### config.mk
export PLATFORM = sky130hd
export DESIGN_NAME = ecp_rev_rx
export DESIGN_NICKNAME = d
export VERILOG_FILES = /design/src/rtl/ecp_rev_pkg.sv /design/src/rtl/ecp_rev_dp.sv /design/src/rtl/ecp_rev_ctrl.sv /design/src/rtl/ecp_rev_rx.sv
export SDC_FILE = /design/constraint.sdc
export NUM_CORES = 1
export LEC_CHECK = 0
export ABC_AREA = 1
export ABC_CLOCK_PERIOD_IN_PS = 4400
export BUFFER_PORTS_ARGS = -buffer_cell sky130_fd_sc_hd__buf_4
export CAP_MARGIN = 15
export CORE_ASPECT_RATIO = 0.75
export CORE_MARGIN = 2
export CORE_UTILIZATION = 62
export CTS_CLUSTER_DIAMETER = 80
export DETAILED_ROUTE_END_ITERATION = 16
export GPL_TIMING_DRIVEN = 0
export PLACE_DENSITY_LB_ADDON = 0.05
export SLEW_MARGIN = 20
export SYNTH_ARGS = -nofsm -noshare
export SYNTH_HDL_FRONTEND = slang
export SYNTH_HIERARCHICAL = 1
export SYNTH_SLANG_ARGS = --single-unit
### constraint.sdc
create_clock -name clk -period 4.4 [get_ports clk]
set_clock_uncertainty 0.1 [all_clocks]
set_input_delay 0.22 -clock clk [delete_from_list [all_inputs] [get_ports clk]]
set_output_delay 0.22 -clock clk [all_outputs]
set_load 0.01 [all_outputs]
### src/rtl/ecp_rev_pkg.sv
package ecp_rev_pkg;

  typedef struct packed {
    logic loadReq;   // capture the request count
    logic latch;     // capture bus byte and decode a run command
    logic takeData;  // data byte accepted downstream
    logic takeRep;   // repeat byte accepted downstream
    logic clrRun;    // drop pending run state
    logic selRep;    // output mux selects the repeat byte
  } dpStrobe_t;

  typedef enum logic [3:0] {
    S_IDLE, S_REV_SETUP, S_REV_WAIT, S_LOOP, S_WAIT_BYTE,
    S_EMIT_DATA, S_ACK_HI, S_EMIT_REP, S_FWD_WAIT, S_DONE
  } ctrlState_t;

endpackage

### src/rtl/ecp_rev_dp.sv
module ecp_rev_dp
  import ecp_rev_pkg::*;
#(
  parameter int CNT_W = 8
) (
  input  logic             clk,
  input  logic             rstN,
  input  dpStrobe_t        stb,
  input  logic [CNT_W-1:0] reqCount,
  input  logic [7:0]       busData,
  input  logic             dataFlag,
  output logic             remZero,
  output logic             repAvail,
  output logic [7:0]       outData,
  output logic [CNT_W-1:0] doneCount
);

  localparam int RUN_W = 7;

  logic [CNT_W-1:0] remaining;
  logic [CNT_W-1:0] delivered;
  logic [RUN_W-1:0] runCount;
  logic             runFlag;
  logic [7:0]       repeatByte;
  logic [7:0]       latchByte;

  always_ff @(posedge clk) begin
    if (!rstN) begin
      remaining  <= '0;
      delivered  <= '0;
      runCount   <= '0;
      runFlag    <= 1'b0;
      repeatByte <= '0;
      latchByte  <= '0;
    end else begin
      if (stb.loadReq) begin
        remaining <= reqCount;
        delivered <= '0;
      end
      if (stb.latch) begin
        latchByte <= busData;
        if (!dataFlag && !busData[7]) begin
          runCount <= busData[RUN_W-1:0];
          runFlag  <= 1'b1;
        end
      end
      if (stb.takeData) begin
        remaining <= remaining - 1'b1;
        delivered <= delivered + 1'b1;
        if (runFlag) begin
          repeatByte <= latchByte;
          runFlag    <= 1'b0;
        end
      end
      if (stb.takeRep) begin
        remaining <= remaining - 1'b1;
        delivered <= delivered + 1'b1;
        runCount  <= runCount - 1'b1;
      end
      if (stb.clrRun) begin
        runCount   <= '0;
        runFlag    <= 1'b0;
        repeatByte <= '0;
      end
    end
  end

  assign remZero   = (remaining == '0);
  assign repAvail  = (runCount != '0) && !runFlag && !remZero;
  assign outData   = stb.selRep ? repeatByte : latchByte;
  assign doneCount = delivered;

  // a byte is never taken once the request is satisfied
  p_rem_floor_r7: assert property (@(posedge clk) disable iff (!rstN)
    (stb.takeData || stb.takeRep) |-> !remZero);

  // each emitted repeat consumes exactly one count
  p_run_dec_r4: assert property (@(posedge clk) disable iff (!rstN)
    (stb.takeRep && !stb.clrRun) |=> (runCount == RUN_W'($past(runCount) - 7'd1)));

  // channel-address commands leave the run state alone
  p_cmd_hi_ignored_r5: assert property (@(posedge clk) disable iff (!rstN)
    (stb.latch && !dataFlag && busData[7] && !stb.clrRun)
      |=> (runCount == $past(runCount)) && (runFlag == $past(runFlag)));

endmodule

### src/rtl/ecp_rev_ctrl.sv
module ecp_rev_ctrl
  import ecp_rev_pkg::*;
#(
  parameter int SETUP_TICKS = 1,
  parameter int RESP_TICKS  = 6,
  parameter int IDLE_TICKS  = 2000
) (
  input  logic      clk,
  input  logic      rstN,
  input  logic      reqStart,
  input  logic      fwdReq,
  input  logic      modeExit,
  input  logic      periphClkN,
  input  logic      dataFlag,
  input  logic      revAckN,
  input  logic      outReady,
  input  logic      remZero,
  input  logic      repAvail,
  output dpStrobe_t stb,
  output logic      outValid,
  output logic      hostAckN,
  output logic      revReqN,
  output logic      busDirIn,
  output logic      doneValid,
  output logic      doneTimeout
);

  localparam int MAX_T = (IDLE_TICKS > RESP_TICKS) ?
                         ((IDLE_TICKS > SETUP_TICKS) ? IDLE_TICKS : SETUP_TICKS) :
                         ((RESP_TICKS > SETUP_TICKS) ? RESP_TICKS : SETUP_TICKS);
  localparam int TMR_W = $clog2(MAX_T + 1);
  localparam logic [TMR_W-1:0] SETUP_LAST = TMR_W'(SETUP_TICKS - 1);
  localparam logic [TMR_W-1:0] RESP_LAST  = TMR_W'(RESP_TICKS - 1);
  localparam logic [TMR_W-1:0] IDLE_LAST  = TMR_W'(IDLE_TICKS - 1);

  ctrlState_t       state;
  logic [TMR_W-1:0] tmr;

  always_comb begin
    stb          = '0;
    stb.clrRun   = modeExit;
    stb.loadReq  = (state == S_IDLE) && reqStart;
    stb.latch    = (state == S_WAIT_BYTE) && !periphClkN;
    stb.takeData = (state == S_EMIT_DATA) && outReady;
    stb.takeRep  = (state == S_EMIT_REP) && repAvail && outReady;
    stb.selRep   = (state == S_EMIT_REP);
  end

  assign outValid  = (state == S_EMIT_DATA) || ((state == S_EMIT_REP) && repAvail);
  assign doneValid = (state == S_DONE);

  always_ff @(posedge clk) begin
    if (!rstN) begin
      state       <= S_IDLE;
      tmr         <= '0;
      hostAckN    <= 1'b1;
      revReqN     <= 1'b1;
      busDirIn    <= 1'b0;
      doneTimeout <= 1'b0;
    end else begin
      case (state)
        S_IDLE: begin
          tmr <= '0;
          if (reqStart) begin
            doneTimeout <= 1'b0;
            if (!busDirIn) begin
              busDirIn <= 1'b1;
              hostAckN <= 1'b0;
              state    <= S_REV_SETUP;
            end else begin
              state <= S_LOOP;
            end
          end else if (fwdReq && busDirIn) begin
            revReqN <= 1'b1;
            state   <= S_FWD_WAIT;
          end
        end
        S_REV_SETUP: begin
          if (tmr == SETUP_LAST) begin
            revReqN <= 1'b0;
            tmr     <= '0;
            state   <= S_REV_WAIT;
          end else tmr <= tmr + 1'b1;
        end
        S_REV_WAIT: begin
          if (!revAckN) begin
            tmr   <= '0;
            state <= S_LOOP;
          end else if (tmr == RESP_LAST) begin
            doneTimeout <= 1'b1;
            state       <= S_DONE;
          end else tmr <= tmr + 1'b1;
        end
        S_LOOP: begin
          tmr <= '0;
          if (remZero)       state <= S_DONE;
          else if (repAvail) state <= S_EMIT_REP;
          else               state <= S_WAIT_BYTE;
        end
        S_WAIT_BYTE: begin
          if (!periphClkN) begin
            tmr <= '0;
            if (dataFlag) state <= S_EMIT_DATA;
            else begin
              hostAckN <= 1'b1;
              state    <= S_ACK_HI;
            end
          end else if (tmr == IDLE_LAST) begin
            state <= S_DONE;
          end else tmr <= tmr + 1'b1;
        end
        S_EMIT_DATA: begin
          if (outReady) begin
            hostAckN <= 1'b1;
            tmr      <= '0;
            state    <= S_ACK_HI;
          end
        end
        S_ACK_HI: begin
          if (periphClkN) begin
            hostAckN <= 1'b0;
            state    <= S_LOOP;
          end else if (tmr == RESP_LAST) begin
            doneTimeout <= 1'b1;
            state       <= S_DONE;
          end else tmr <= tmr + 1'b1;
        end
        S_EMIT_REP: begin
          if (!repAvail) state <= S_LOOP;
        end
        S_FWD_WAIT: begin
          if (!revAckN == 1'b0 || tmr == RESP_LAST) begin
            hostAckN <= 1'b1;
            busDirIn <= 1'b0;
            tmr      <= '0;
            state    <= S_IDLE;
          end else tmr <= tmr + 1'b1;
        end
        S_DONE: state <= S_IDLE;
        default: state <= S_IDLE;
      endcase
    end
  end

  // the bus handshake line is frozen while repeats are emitted
  p_rep_quiet_r8: assert property (@(posedge clk) disable iff (!rstN)
    (state == S_EMIT_REP) |=> $stable(hostAckN));

  // a turnaround keeps the reverse request low until the read is over
  p_rev_hold_r2: assert property (@(posedge clk) disable iff (!rstN)
    (state == S_WAIT_BYTE) |-> (!revReqN && busDirIn));

endmodule

### src/rtl/ecp_rev_rx.sv
module ecp_rev_rx
  import ecp_rev_pkg::*;
#(
  parameter int CNT_W       = 8,
  parameter int SETUP_TICKS = 1,
  parameter int RESP_TICKS  = 6,
  parameter int IDLE_TICKS  = 2000
) (
  input  logic             clk,
  input  logic             rstN,
  input  logic             reqStart,
  input  logic [CNT_W-1:0] reqCount,
  input  logic             fwdReq,
  input  logic             modeExit,
  input  logic [7:0]       busData,
  input  logic             periphClkN,
  input  logic             dataFlag,
  input  logic             revAckN,
  output logic             strobeN,
  output logic             hostAckN,
  output logic             revReqN,
  output logic             selInN,
  output logic             busDirIn,
  output logic             outValid,
  input  logic             outReady,
  output logic [7:0]       outData,
  output logic             doneValid,
  output logic             doneTimeout,
  output logic [CNT_W-1:0] doneCount
);

  dpStrobe_t stb;
  logic      remZero;
  logic      repAvail;

  ecp_rev_ctrl #(
    .SETUP_TICKS(SETUP_TICKS),
    .RESP_TICKS (RESP_TICKS),
    .IDLE_TICKS (IDLE_TICKS)
  ) u_ctrl (
    .clk(clk), .rstN(rstN), .reqStart(reqStart), .fwdReq(fwdReq),
    .modeExit(modeExit), .periphClkN(periphClkN), .dataFlag(dataFlag),
    .revAckN(revAckN), .outReady(outReady), .remZero(remZero),
    .repAvail(repAvail), .stb(stb), .outValid(outValid),
    .hostAckN(hostAckN), .revReqN(revReqN), .busDirIn(busDirIn),
    .doneValid(doneValid), .doneTimeout(doneTimeout)
  );

  ecp_rev_dp #(.CNT_W(CNT_W)) u_dp (
    .clk(clk), .rstN(rstN), .stb(stb), .reqCount(reqCount),
    .busData(busData), .dataFlag(dataFlag), .remZero(remZero),
    .repAvail(repAvail), .outData(outData), .doneCount(doneCount)
  );

  assign strobeN = 1'b1;
  assign selInN  = 1'b1;

  // a stalled byte stays offered and unchanged
  p_valid_hold_r9: assert property (@(posedge clk) disable iff (!rstN)
    (outValid && !outReady && !modeExit) |=> (outValid && $stable(outData)));

  // facing forward always leaves the host handshake line high
  p_fwd_idle_r12: assert property (@(posedge clk) disable iff (!rstN)
    !busDirIn |-> hostAckN);

  // output bytes only exist while the bus faces the host
  p_out_rev_r3: assert property (@(posedge clk) disable iff (!rstN)
    outValid |-> busDirIn);

endmodule

Word level (Yosys, flattened, before mapping)

Index checks and enable logic that the tools add are counted.
W data, S select, Z words.

Logic and storage cells: 141
Output and inout port bits: 24
Latch bits: 0
Memory bits (writable): 0
Register bits after elaboration: 59
Memories kept: 0
Input port bits: 25
Bits in read-only memories: 0

Multiplexer cells: 59
Divide/modulo/power cells: 0
Equality and inequality tests: 27
Reductions and logical operators: 38
Multiply operators: 0
Add/subtract/negate cells: 4
Magnitude comparators: 0
Shifts and indexed selects: 0
Bitwise logic cells: 1

Operator list:

| cell                    | count |
|---|---|
| $mux W11                | 8 |
| $pmux W11 S7            | 1 |
| $mux W8                 | 7 |
| $mux W4                 | 12 |
| $pmux W4 S9             | 1 |
| $ne A2 B2 Y1 const B    | 11 |
| $mux W7                 | 3 |
| $mux W1                 | 20 |
| $eq A4 B3 Y1 const B    | 4 |
| $reduce_bool A7 Y1      | 2 |
| $reduce_and A4 Y1       | 3 |
| $add A11 B1 Y11 const B | 1 |
| $eq A11 B11 Y1 const B  | 1 |
| $eq A11 B3 Y1 const B   | 1 |
| $logic_not A11 Y1       | 1 |
| $logic_and A1 B1 Y1     | 9 |
| $ne A3 B3 Y1 const B    | 3 |
| $add A8 B1 Y8 const B   | 1 |
| $eq A4 B2 Y1 const B    | 2 |
| $eq A4 B4 Y1 const B    | 2 |
| $logic_not A8 Y1        | 1 |
| $reduce_and A8 Y1       | 1 |
| $reduce_bool A2 Y1      | 4 |
| $sub A8 B1 Y8 const B   | 1 |
| 17 further kinds        | 29 |

Depth between registers and ports, before layout

Gate-level depths: netlist of the first run.

Word-level depth: 7
Gate-level depth with buffers: 16
Depth with buffers taken out: 16

By module

The synthesis of the first run kept the hierarchy.

By module, submodules not included:

| module       | sequential area each (um^2) | area an instance (um^2) | cells an instance | times used |
|---|---|---|---|---|
| ecp_rev_dp   | 800.8                       | 2044.5                  | 286               | 1 |
| ecp_rev_ctrl | 380.4                       | 1493.9                  | 248               | 1 |
| ecp_rev_rx   | 0.0                         | 18.8                    | 3                 | 1 |

Least setup slack after synthesis of the first run

OpenSTA, ideal clock, no wires.

Kind: register to register
From: register u_dp.runCount[0]
To: register u_dp.runCount[1]
Stages on the path, launching flop included: 16
Period minus slack after synthesis: 2367 ps
Setup time: 119 ps
Path slack: 2033 ps
Data required time: 4181 ps
Data arrival time: 2148 ps
Buffers on the path: 1
Path through: dfxtp_1 inv_1 ha_1 inv_1 nor3_1 a311oi_1 inv_1 nor2_1 inv_1 nor2_1 buf_6 inv_2 nand2_2 inv_1 o21ai_0 a21oi_1

RTL lines:

| what                   | RTL line         | source |
|---|---|---|
| from (decl)            | ecp_rev_dp.sv:22 | `logic [RUN_W-1:0] runCount;` |
| from (signal assigned) | ecp_rev_dp.sv:43 | `runCount <= busData[RUN_W-1:0];` |
| from (signal assigned) | ecp_rev_dp.sv:58 | `runCount <= runCount - 1'b1;` |

==> Flow_metrics.wiki, run 1 <==
{| class="wikitable"
! Metric !! Value
|-
| Post CTS Setup Buffer Count || 0
|-
| Unique masters post-synth || 45
|-
| Static Leakage || 1.89 nW
|-
| Largest buffer count on any clock path || 2
|-
| Number of buffers created by CTS || 9
|-
| Residual DRC || 0
|-
| Share of layout cells above drive strength 1 || 0.191
|-
| Worst ir drop on vdd || 297 µV
|-
| Final-report setup violation count || 0
|-
| Pin count of the biggest net entering global routing || 11
|-
| EDFF count, synth || 0
|-
| Net switching fraction of the power || 0.420
|-
| Total power of the final layout || 2.05 mW
|-
| Vias per cell || 5.53
|-
| Post-Synthesis Mean Instance Area || 6.62 µm²
|-
| Prevailing post-synth register cell || dfxtp_1
|-
| Kind of path behind the tightest hold check || in -> reg
|-
| Global-route wire length before repair || 14700 µm
|-
| Cell with the most instances after synthesis || nand2_1
|-
| Area share of the largest cell type after synthesis || 0.332
|-
| Effective utilization at floorplan || 0.654
|-
| Final clock period utilization by the worst path || 0.626
|-
| Std-Cell Core Area || 5440 µm²
|-
| GRT Resource Usage Total || 0.284
|-
| Vias || 3723
|-
| Source-to-sink clock delay at the later pin of the worst-skew pair || 330 ps
|-
| WL per Instance || 13.3 µm
|-
| Count of warnings emitted by yosys || 6
|-
| Full die area || 6370 µm²
|-
| Total Neg Setup Slack || 0 ps
|-
| Clock net sink count || 59
|-
| Worst-path fanout max || 10
|-
| Crit path required time || 4520 ps
|-
| Count of standard-cell rows || 23
|-
| Peak Freq || 363 MHz
|-
| CTS tree || yes
|-
| Port Buf Inserts || 45
|-
| Clk pin slew, worst setup/hold paths || 70 ps
|-
| Critical Path End Type || flip-flop
|-
| Net count of the finished layout || 626
|-
| Post-detail-place hpwl || 6940 µm
|-
| Switching component of the power || 0.862 mW
|-
| Final worst-path setup slack || 1650 ps
|-
| Max Slew Vio Count || 0
|-
| Number of detailed-routing iterations run before antenna repair || 5
|-
| Violation count after the first detailed-route iteration || 320
|-
| Period minus WS final || 2750 ps
|-
| Internal power || 1.19 mW
|-
| Startpoint types || flip-flop
|-
| Antenna violations before repair || 0
|-
| Power per cell area || 491 nW/µm²
|-
| Outcome || complete, no violations
|-
| Worst slack at placement || 1700 ps
|-
| Die span in x || 91.5 µm
|-
| Leading post-synthesis cells by cell area || dfxtp_1 (33%), nand2_1 (12%), inv_1 (7.4%), nor2_1 (5.7%), o21ai_0 (5.6%)
|-
| Max Cap Viol || 0
|-
| Wire length after detailed routing || 8940 µm
|-
| Total I/O pin count || 49
|-
| Cell chosen for the clock root || clkbuf_8
|-
| Number of instances in the synthesized netlist || 537
|-
| H-tree depth || 3
|-
| Worst path arrival time || 2870 ps
|-
| Number of antenna repair diodes || 0
|-
| DRT antenna net count || 0
|-
| Sequential element share of the synthesized area || 0.332
|-
| Area leader, netlist || dfxtp_1
|-
| Logic pwr share || 0.455
|-
| Number of global-route vias before repair || 3257
|-
| Post-CTS resize count || 0
|-
| CTS Hold Buffers Added || 0
|-
| Part of the power in registers || 0.310
|-
| Synthesized flop and latch total || 59
|-
| Area Growth Syn to Fin || 17.7%
|-
| Unrepaired setup endpoints after global routing || false
|-
| Clock share of power || 0.236
|-
| Commonest cells in the synthesized netlist || nand2_1 (118), inv_1 (70), dfxtp_1 (59), nor2_1 (54), o21ai_0 (40)
|-
| Grt ovf || 0
|-
| Post-synthesis instance area || 3560 µm²
|-
| Worst setup path category || reg -> reg
|-
| Post-synth ARST share || 0
|-
| Final RePlAce weighted congestion || 0.991
|-
| Count of final hold-check violations || 0
|-
| Chip Height || 69.6 µm
|}
## layout make-up
class | instances | area (µm²)
multi-input combinational | 382 | 1970
clock buffer | 11 | 141
tap | 75 | 93.8
clock inverter | 4 | 51.3
buffer | 13 | 92.6
timing repair buffer | 45 | 338
fill | 418 | 1250
inverter | 84 | 320
sequential | 59 | 1180
## metal layers
layer	track usage	vias up	share of wire
li1	-	1856	-
met1	0.402	1690	0.46
met2	0.430	169	0.44
met3	0.0663	8	0.092
met4	0.0875	0	0.0085
met5	0	-	0
## state kept, by name (all words and copies together) (netlist names)
| signal | flops |
|---|---|
| u_ctrl/tmr | 11 |
| u_dp/doneCount | 8 |
| u_dp/latchByte | 8 |
| u_dp/remaining | 8 |
| u_dp/repeatByte | 8 |
| u_dp/runCount | 7 |
| u_ctrl/state | 4 |
| u_ctrl/busDirIn | 1 |
| u_ctrl/doneTimeout | 1 |
| u_ctrl/hostAckN | 1 |
| u_ctrl/revReqN | 1 |
| u_dp/runFlag | 1 |
## critical path: stages, from the launching register on
cell and delay (ps):
dfxtp_1 330, inv_1 100, ha_1 250, inv_1 80
nor3_1 70, a311oi_1 370, inv_1 70, nor2_1 140
inv_1 90, nor2_1 350, buf_6 210, inv_2 80
nand2_2 90, inv_1 80, o21ai_0 160, a21oi_1 60
## path summary, 6_finish.rpt
path / slack [ps] / start / endpoint / depth (start not counted)
worst min-delay path: 70 / reqCount[2] / u_dp/remaining[2] / 3
worst min register to register: 380 / u_dp/doneCount[5] / u_dp/doneCount[5] / 2
worst max-delay path: 1650 / u_dp/runCount[0] / u_dp/runCount[1] / 15
worst max register to register: 1650 / u_dp/runCount[0] / u_dp/runCount[1] / 15
## power groups by stage
stage          Clock (mW)  Combinational (mW)  Sequential, mW
5_1_grt             0.512                1.04           0.644
3_3_place_gp            0               0.896           0.646
3_5_place_dp            0               0.915           0.647
2_1_floorplan           0               0.704           0.643
4_1_cts             0.495               0.918           0.635
6_report            0.484               0.933           0.636
## placed cells by master, fill, tap and decap left out, drive strengths merged, types with 3 or more instances in the layout
| master | netlist | layout |
|---|---|---|
| nand2 | 129 | 129 |
| inv | 82 | 82 |
| nor2 | 63 | 63 |
| dfxtp | 59 | 59 |
| buf | 10 | 55 |
| o21ai | 45 | 45 |
| a21oi | 41 | 41 |
| nand3 | 38 | 38 |
| nand4 | 15 | 15 |
| clkbuf | 3 | 14 |
| nor3 | 13 | 13 |
| ha | 7 | 7 |
| xor2 | 6 | 6 |
| clkinv | 2 | 4 |
| o211ai | 3 | 3 |
| a31oi | 3 | 3 |
| nand3b | 3 | 3 |
## cells by family after synthesis
kind of cell / after synthesis / synth area share
flip-flops: 59 / 0.332
XOR/XNOR: 6 / 0.0148
other: 1 / 0.00105
AND/OR/NAND/NOR: 266 / 0.354
buffers and inverters: 97 / 0.116
adder cells (fa/ha/maj): 7 / 0.0246
AO/OA/AOI/OAI: 101 / 0.158
## stage by stage
stage / cell area (µm²) / util / instances / hold WS (ps)
after floorplan: 3560 / - / 538 / 258
after global placement: 3990 / 0.734 / 658 / 355
after detailed placement: 3990 / 0.734 / 658 / 366
after CTS: 4190 / 0.769 / 673 / 59.1
after global routing: 4190 / 0.769 / 673 / 73.1
final: 4190 / 0.769 / 673 / 66.5
Note: power is estimated with default switching activity, not from simulation.
==> run 2: changes to the inputs <==
ABC_AREA = 0   (was 1)
ABC_CLOCK_PERIOD_IN_PS = 2800   (was 4400)
CORE_UTILIZATION = 58   (was 62)
clock period = 2.8 ns   (was 4.4 ns; I/O delays follow)
==> run 2 against run 1 <==
Power is 45% higher. First-iteration DRC count rose by 14%. Clock power grew 49%. Clock-buffer cell count up 2. Critical path type unchanged. Largest cell class unchanged. Highest routed layer unchanged.
==> Flow_metrics.wiki, run 2 <==
{| class="wikitable"
! Metric !! Value
|-
| Share of layout cells above drive strength 1 || 0.232
|-
| Most frequent cells in the layout || buf_4 (60), dfxtp_1 (58), nor2_1 (49)
|-
| Post-synth ARST share || 0
|-
| Leading post-synthesis cells by cell area || dfxtp_1 (34%), nor2_1 (5.5%), nand2_1 (4.5%), a21oi_1 (4.4%), nand3_1 (3.4%)
|-
| Source-to-sink clock delay at the later pin of the worst-skew pair || 340 ps
|-
| Unique masters post-synth || 64
|-
| Most frequent standard cell in the layout excluding fill and tap cells || buf_4
|-
| Number of buffers created by CTS || 9
|-
| Clock net sink count || 59
|-
| Unrepaired setup endpoints after global routing || true
|-
| Count of warnings emitted by yosys || 6
|-
| Worst-path fanout max || 5
|-
| Total I/O pin count || 49
|-
| Area Growth Syn to Fin || 25.8%
|-
| Post-synthesis instance area || 3490 µm²
|-
| Post-Synthesis Mean Instance Area || 7.85 µm²
|-
| EDFF count, synth || 0
|-
| Clk pin slew, worst setup/hold paths || 70 ps
|-
| Pin count of the biggest net entering global routing || 11
|-
| Tightest Pin Transition || 615 ps
|-
| Wire length after detailed routing || 10100 µm
|-
| Register with the most flip-flops || u_ctrl/tmr
|-
| Period minus WS final || 2780 ps
|-
| Crit path required time || 2910 ps
|-
| Total power of the final layout || 2.99 mW
|-
| Cell with the most instances after synthesis || dfxtp_1
|-
| WL per Instance || 16.7 µm
|-
| Power per cell area || 679 nW/µm²
|-
| Static Leakage || 1.65 nW
|-
| Area share of the largest cell type after synthesis || 0.338
|-
| Peak Freq || 360 MHz
|-
| Critical Path End Type || flip-flop
|-
| Largest buffer count on any clock path || 2
|-
| Commonest cells in the synthesized netlist || dfxtp_1 (59), nor2_1 (51), nand2_1 (42), a21oi_1 (31), nand3_1 (24)
|-
| Final clock period utilization by the worst path || 0.991
|-
| Vias || 3774
|-
| Count of final hold-check violations || 0
|-
| CTS tree || yes
|-
| Worst relative slew slack || 0.590
|-
| Total Neg Setup Slack || 0 ps
|-
| Hold Path Cell Cnt || 3
|-
| Flip-flop count of the largest register, all copies and words added || 11
|-
| Net count of the finished layout || 554
|-
| Global-route wire length before repair || 16000 µm
|-
| Synthesized flop and latch total || 59
|-
| Antenna violations before repair || 0
|-
| Number of global-route vias before repair || 3299
|-
| Max Slew Vio Count || 0
|-
| Residual DRC || 0
|-
| GRT Resource Usage Total || 0.300
|-
| Die span in x || 93.6 µm
|-
| Area leader, netlist || dfxtp_1
|-
| Port Buf Inserts || 45
|-
| H-tree depth || 3
|-
| Post-detail-place hpwl || 6620 µm
|-
| Worst path arrival time || 2890 ps
|-
| Startpoint types || flip-flop
|-
| Vias per cell || 6.25
|-
| DRT antenna net count || 0
|-
| Grt ovf || 0
|-
| Prevailing post-synth register cell || dfxtp_1
|-
| Cell chosen for the clock root || clkbuf_8
|-
| Final-report setup violation count || 0
|-
| Worst ir drop on vdd || 427 µV
|-
| Number of detailed-routing iterations run before antenna repair || 7
|-
| Sequential element share of the synthesized area || 0.338
|-
| Count of standard-cell rows || 24
|-
| Depth of the most critical reg-to-reg path || 12
|-
| Placed Instance Area || 3940 µm²
|-
| Max Cap Viol || 0
|-
| Outcome || complete, no violations
|-
| Full die area || 6670 µm²
|-
| Worst setup path category || reg -> reg
|-
| Std-Cell Core Area || 5830 µm²
|-
| Violation count after the first detailed-route iteration || 365
|-
| Effective utilization at floorplan || 0.600
|-
| Chip Height || 71.2 µm
|-
| Number of antenna repair diodes || 0
|-
| Worst slack at placement || -407 ps
|-
| Final core area utilization || 0.755
|-
| Post-route cell area || 4400 µm²
|-
| Final worst-path setup slack || 24.2 ps
|-
| Final RePlAce weighted congestion || 0.939
|-
| Number of instances in the synthesized netlist || 445
|-
| Kind of path behind the tightest hold check || in -> reg
|}
## run 2: cell types whose count changed in the layout (fill, tap and decap cells not counted), sizes merged, moves of 13 or more
cell,previous run,this run
nand2,129,42
inv,82,15
o21ai,45,12
clkbuf,14,29
nand3,38,24
buf,55,68
dlygate4sd3,0,13
## run 2: stage by stage
stage / hold slack (ps) / std cells
6_report: 44.1 / 604
5_1_grt: 36.9 / 604
4_1_cts: 21.4 / 600
3_5_place_dp: 299 / 569
3_3_place_gp: 288 / 569
2_1_floorplan: 157 / 446
## run 2: logic make-up (layout without fill, tap and decap cells)
kind of cell / count (synthesis) / count (layout) / share of synthesized area
adders and majority gates: 7 / 7 / 0.0251
muxes: 20 / 20 / 0.0609
AOI/OAI and AO/OA: 104 / 104 / 0.202
other: 1 / 2 / 0.00107
DFF: 59 / 59 / 0.338
buffers and inverters: 47 / 127 / 0.0601
xor gates and xnor gates: 2 / 2 / 0.00501
and+or+nand+nor: 205 / 205 / 0.308
## run 2: worst paths after layout
path	start	endpoint	slack [ps]
setup reg to reg	u_dp/remaining[3]	u_dp/runCount[4]	20
hold / removal	reqCount[4]	u_dp/remaining[4]	40
hold reg to reg	u_dp/repeatByte[1]	u_dp/repeatByte[1]	350
setup / recovery	u_dp/remaining[3]	u_dp/runCount[4]	20
## run 2: repair_timing
action / CTS / global route
hold buffers: 13 / 0
buffers inserted: 5 / 6
gates resized for setup: 10 / 14
hold endpoints to repair: 19 / 0
setup endpoints to repair: 25 / 30
pin swaps: 5 / 8
## run 2: worst max-delay path: stages, from the launching register on
cell and delay [ps]:
dfxtp_1 340, or3_4 400, or2_4 270, nor4b_4 360, nor3_4 110, nand2_1 160, nor2_4 80, buf_4 140
buf_4 130, inv_1 140, a21oi_1 80, o21ai_0 230, a31oi_1 120
## run 2: metal layers
layer / GRT usage / part of all wire / up-vias
li1: - / - / 1778
met5: 0 / 0 / -
met1: 0.418 / 0.43 / 1731
met4: 0.0725 / 0.014 / 0
met2: 0.458 / 0.45 / 242
met3: 0.0967 / 0.10 / 23
## run 2: final cells by class
| type | instances | area [µm²] |
|---|---|---|
| Clock inverter | 2 | 10.0 |
| Clock buffer | 13 | 169 |
| Sequential cell | 59 | 1180 |
| Buffer | 28 | 143 |
| Multi-Input combinational cell | 340 | 2190 |
| Tap cell | 78 | 97.6 |
| Timing Repair Buffer | 69 | 551 |
| Fill cell | 428 | 1430 |
| Inverter | 15 | 56.3 |
## run 2: where the power goes
| part | leakage (nW) | switching, mW | internal [mW] | total [mW] |
|---|---|---|---|---|
| registers | 0.478 | 0.0680 | 0.914 | 0.982 |
| clock network | 0.0953 | 0.335 | 0.386 | 0.721 |
| logic | 1.07 | 0.725 | 0.558 | 1.28 |
| total | 1.65 | 1.13 | 1.86 | 2.99 |
==> run 3: changes to the inputs <==
BUFFER_PORTS_ARGS = -buffer_cell sky130_fd_sc_hd__clkbuf_2   (was -buffer_cell sky130_fd_sc_hd__buf_4)
==> run 3 against run 2 <==
Die area unchanged. Clock power increased by 24%. Utilization is 1.4 points lower. Sequential share of layout area grew 0.55 points. Non-clock buffer count shrank 2. Clock-buffer cell count fell by 2. Critical path depth fell by 2. Via count down 1.5%. Wire length up 0.71%. First-iteration DRC count fell by 21%. Global-route usage is 1.8 points higher. Design area fell by 1.9%. Critical path type unchanged. Critical endpoint is now u_ctrl/state[1]. Largest power group unchanged.
==> Flow_metrics.wiki, run 3 (same netlist as run 2, synthesis figures left out) <==
{| class="wikitable"
! Metric !! Value
|-
| Total I/O pin count || 49
|-
| Full die area || 6670 µm²
|-
| Effective utilization at floorplan || 0.600
|-
| H-tree depth || 3
|-
| Internal power || 1.99 mW
|-
| Max Cap Viol || 0
|-
| Tightest Pin Transition || 549 ps
|-
| Worst-path fanout max || 5
|-
| Clock share of power || 0.286
|-
| Wire length after detailed routing || 10200 µm
|-
| Grt ovf || 0
|-
| Final worst-path setup slack || 31.6 ps
|-
| Clock net sink count || 59
|-
| Residual DRC || 0
|-
| Crit path required time || 2970 ps
|-
| Vias || 3716
|-
| Outcome || complete, no violations
|-
| Period minus WS final || 2770 ps
|-
| Startpoint types || flip-flop
|-
| Net count of the finished layout || 552
|-
| Vias per cell || 6.16
|-
| Worst ir drop on vdd || 414 µV
|-
| Number of detailed-routing iterations run before antenna repair || 5
|-
| Kind of path behind the tightest hold check || in -> reg
|-
| Post-route insts no fill || 603
|-
| Source-to-sink clock delay at the later pin of the worst-skew pair || 340 ps
|-
| Clk pin slew, worst setup/hold paths || 70 ps
|-
| Largest buffer count on any clock path || 2
|-
| Max Slew Vio Count || 0
|-
| Std-Cell Core Area || 5830 µm²
|-
| Pin count of the biggest net entering global routing || 11
|-
| Peak Freq || 361 MHz
|-
| Die span in x || 93.6 µm
|-
| Global-route wire length before repair || 16700 µm
|-
| Static Leakage || 1.64 nW
|-
| DRT antenna net count || 0
|-
| Area Growth Syn to Fin || 23.4%
|-
| Part of the power in registers || 0.316
|-
| Share of layout cells above drive strength 1 || 0.244
|-
| Worst relative slew slack || 0.630
|-
| Hold Path Cell Cnt || 2
|-
| Final-report setup violation count || 0
|-
| Cell chosen for the clock root || clkbuf_8
|-
| Number of buffers created by CTS || 9
|-
| Count of final hold-check violations || 0
|-
| Post-detail-place hpwl || 6790 µm
|-
| Worst setup path category || reg -> reg
|-
| Antenna violations before repair || 0
|-
| Switching component of the power || 1.14 mW
|-
| Total instance count after detailed placement || 569
|-
| Final RePlAce weighted congestion || 0.968
|-
| Number of global-route vias before repair || 3486
|-
| Worst path arrival time || 2940 ps
|-
| Depth of the most critical reg-to-reg path || 10
|-
| Port Buf Inserts || 45
|-
| Most frequent standard cell in the layout excluding fill and tap cells || dfxtp_1
|-
| WL per Instance || 16.9 µm
|-
| Number of antenna repair diodes || 0
|-
| Net switching fraction of the power || 0.365
|-
| Flip-flop count of the largest register, all copies and words added || 11
|-
| Register with the most flip-flops || u_ctrl/tmr
|-
| Logic pwr share || 0.399
|-
| Final clock period utilization by the worst path || 0.989
|-
| CTS tree || yes
|-
| Most frequent cells in the layout || dfxtp_1 (57), clkbuf_2 (49), nor2_1 (48)
|-
| Worst slack at placement || -405 ps
|-
| Power per cell area || 726 nW/µm²
|-
| GRT Resource Usage Total || 0.318
|-
| Violation count after the first detailed-route iteration || 287
|-
| Count of standard-cell rows || 24
|-
| Critical Path End Type || flip-flop
|-
| Chip Height || 71.2 µm
|-
| Unrepaired setup endpoints after global routing || true
|}
==> run 3: cell count changes in the layout (fill, tap and decap cells not counted), moves of 2 or more <==
| cell | delta |
|---|---|
| clkbuf_2 | +47 |
| buf_4 | -45 |
| clkbuf_1 | -3 |
| bufinv_16 | +2 |
| dlygate4sd3_1 | -2 |
| nor4_1 | +2 |
| nor4_2 | -2 |
==> run 3: power by group through the flow <==
stage	Combinational, mW	Sequential [mW]	Clock [mW]
4_1_cts	1.18	0.985	0.907
2_1_floorplan	0.856	0.990	0
6_report	1.25	0.988	0.894
3_3_place_gp	1.11	0.999	0
5_1_grt	1.38	0.998	0.935
3_5_place_dp	1.12	1.00	0
==> run 3: worst max-delay path: stages (launching register included) <==
cell and delay (ps):
dfxtp_2 340, or3_4 400, or2_4 270, nor4b_4 200, buf_4 170, nor3_4 50, nand4_1 120, a21oi_1 110
nor4b_4 380, or3b_1 400, a21oi_1 150
==> run 3: worst paths after layout <==
path / from / end / slack, ps
min reg2reg: u_dp/repeatByte[1] / u_dp/repeatByte[1] / 350
max: u_dp/remaining[3] / u_ctrl/state[1] / 30
min: rstN / u_dp/remaining[3] / 30
max reg2reg: u_dp/remaining[3] / u_ctrl/state[1] / 30
==> run 3: layout make-up <==
cell class              instances  area, µm²
multi-input cells             340       2180
inverters                      15       56.3
fillers                       461       1510
repair buffers                 67        418
plain buffers                  28        145
clock inverters                 5       75.1
well taps                      78       97.6
flip-flops and latches         59       1180
clock buffers                  11        151
==> run 3: timing repair <==
| action | 4_1_cts | 5_1_grt |
|---|---|---|
| pin swaps | 7 | 5 |
| setup buffers | 5 | 6 |
| endpoints found under the hold margin | 15 | 0 |
| setup endpoints to repair | 26 | 25 |
| gates resized for setup | 12 | 16 |
| hold buffers | 11 | 0 |
==> run 3: routing by layer <==
| metal | track usage | up-vias | routed length (µm) |
|---|---|---|---|
| li1 | - | 1775 | - |
| met1 | 0.442 | 1749 | 4480 |
| met2 | 0.501 | 183 | 4740 |
| met3 | 0.0726 | 9 | 862 |
| met4 | 0.0918 | 0 | 92 |
| met5 | 0 | - | 0 |
==> run 3: through the flow <==
step / TNS, ps / hold slack (ps) / instance area [µm²] / power [mW] / utilization
2_1_floorplan: 0 / 157 / 3510 / 1.85 / -
6_report: 0 / 29.6 / 4310 / 3.13 / 0.740
3_3_place_gp: -4170 / 297 / 3830 / 2.11 / 0.657
5_1_grt: -8.06 / 41.8 / 4310 / 3.31 / 0.740
3_5_place_dp: -5080 / 311 / 3830 / 2.13 / 0.657
4_1_cts: 0 / 10.0 / 4240 / 3.07 / 0.727
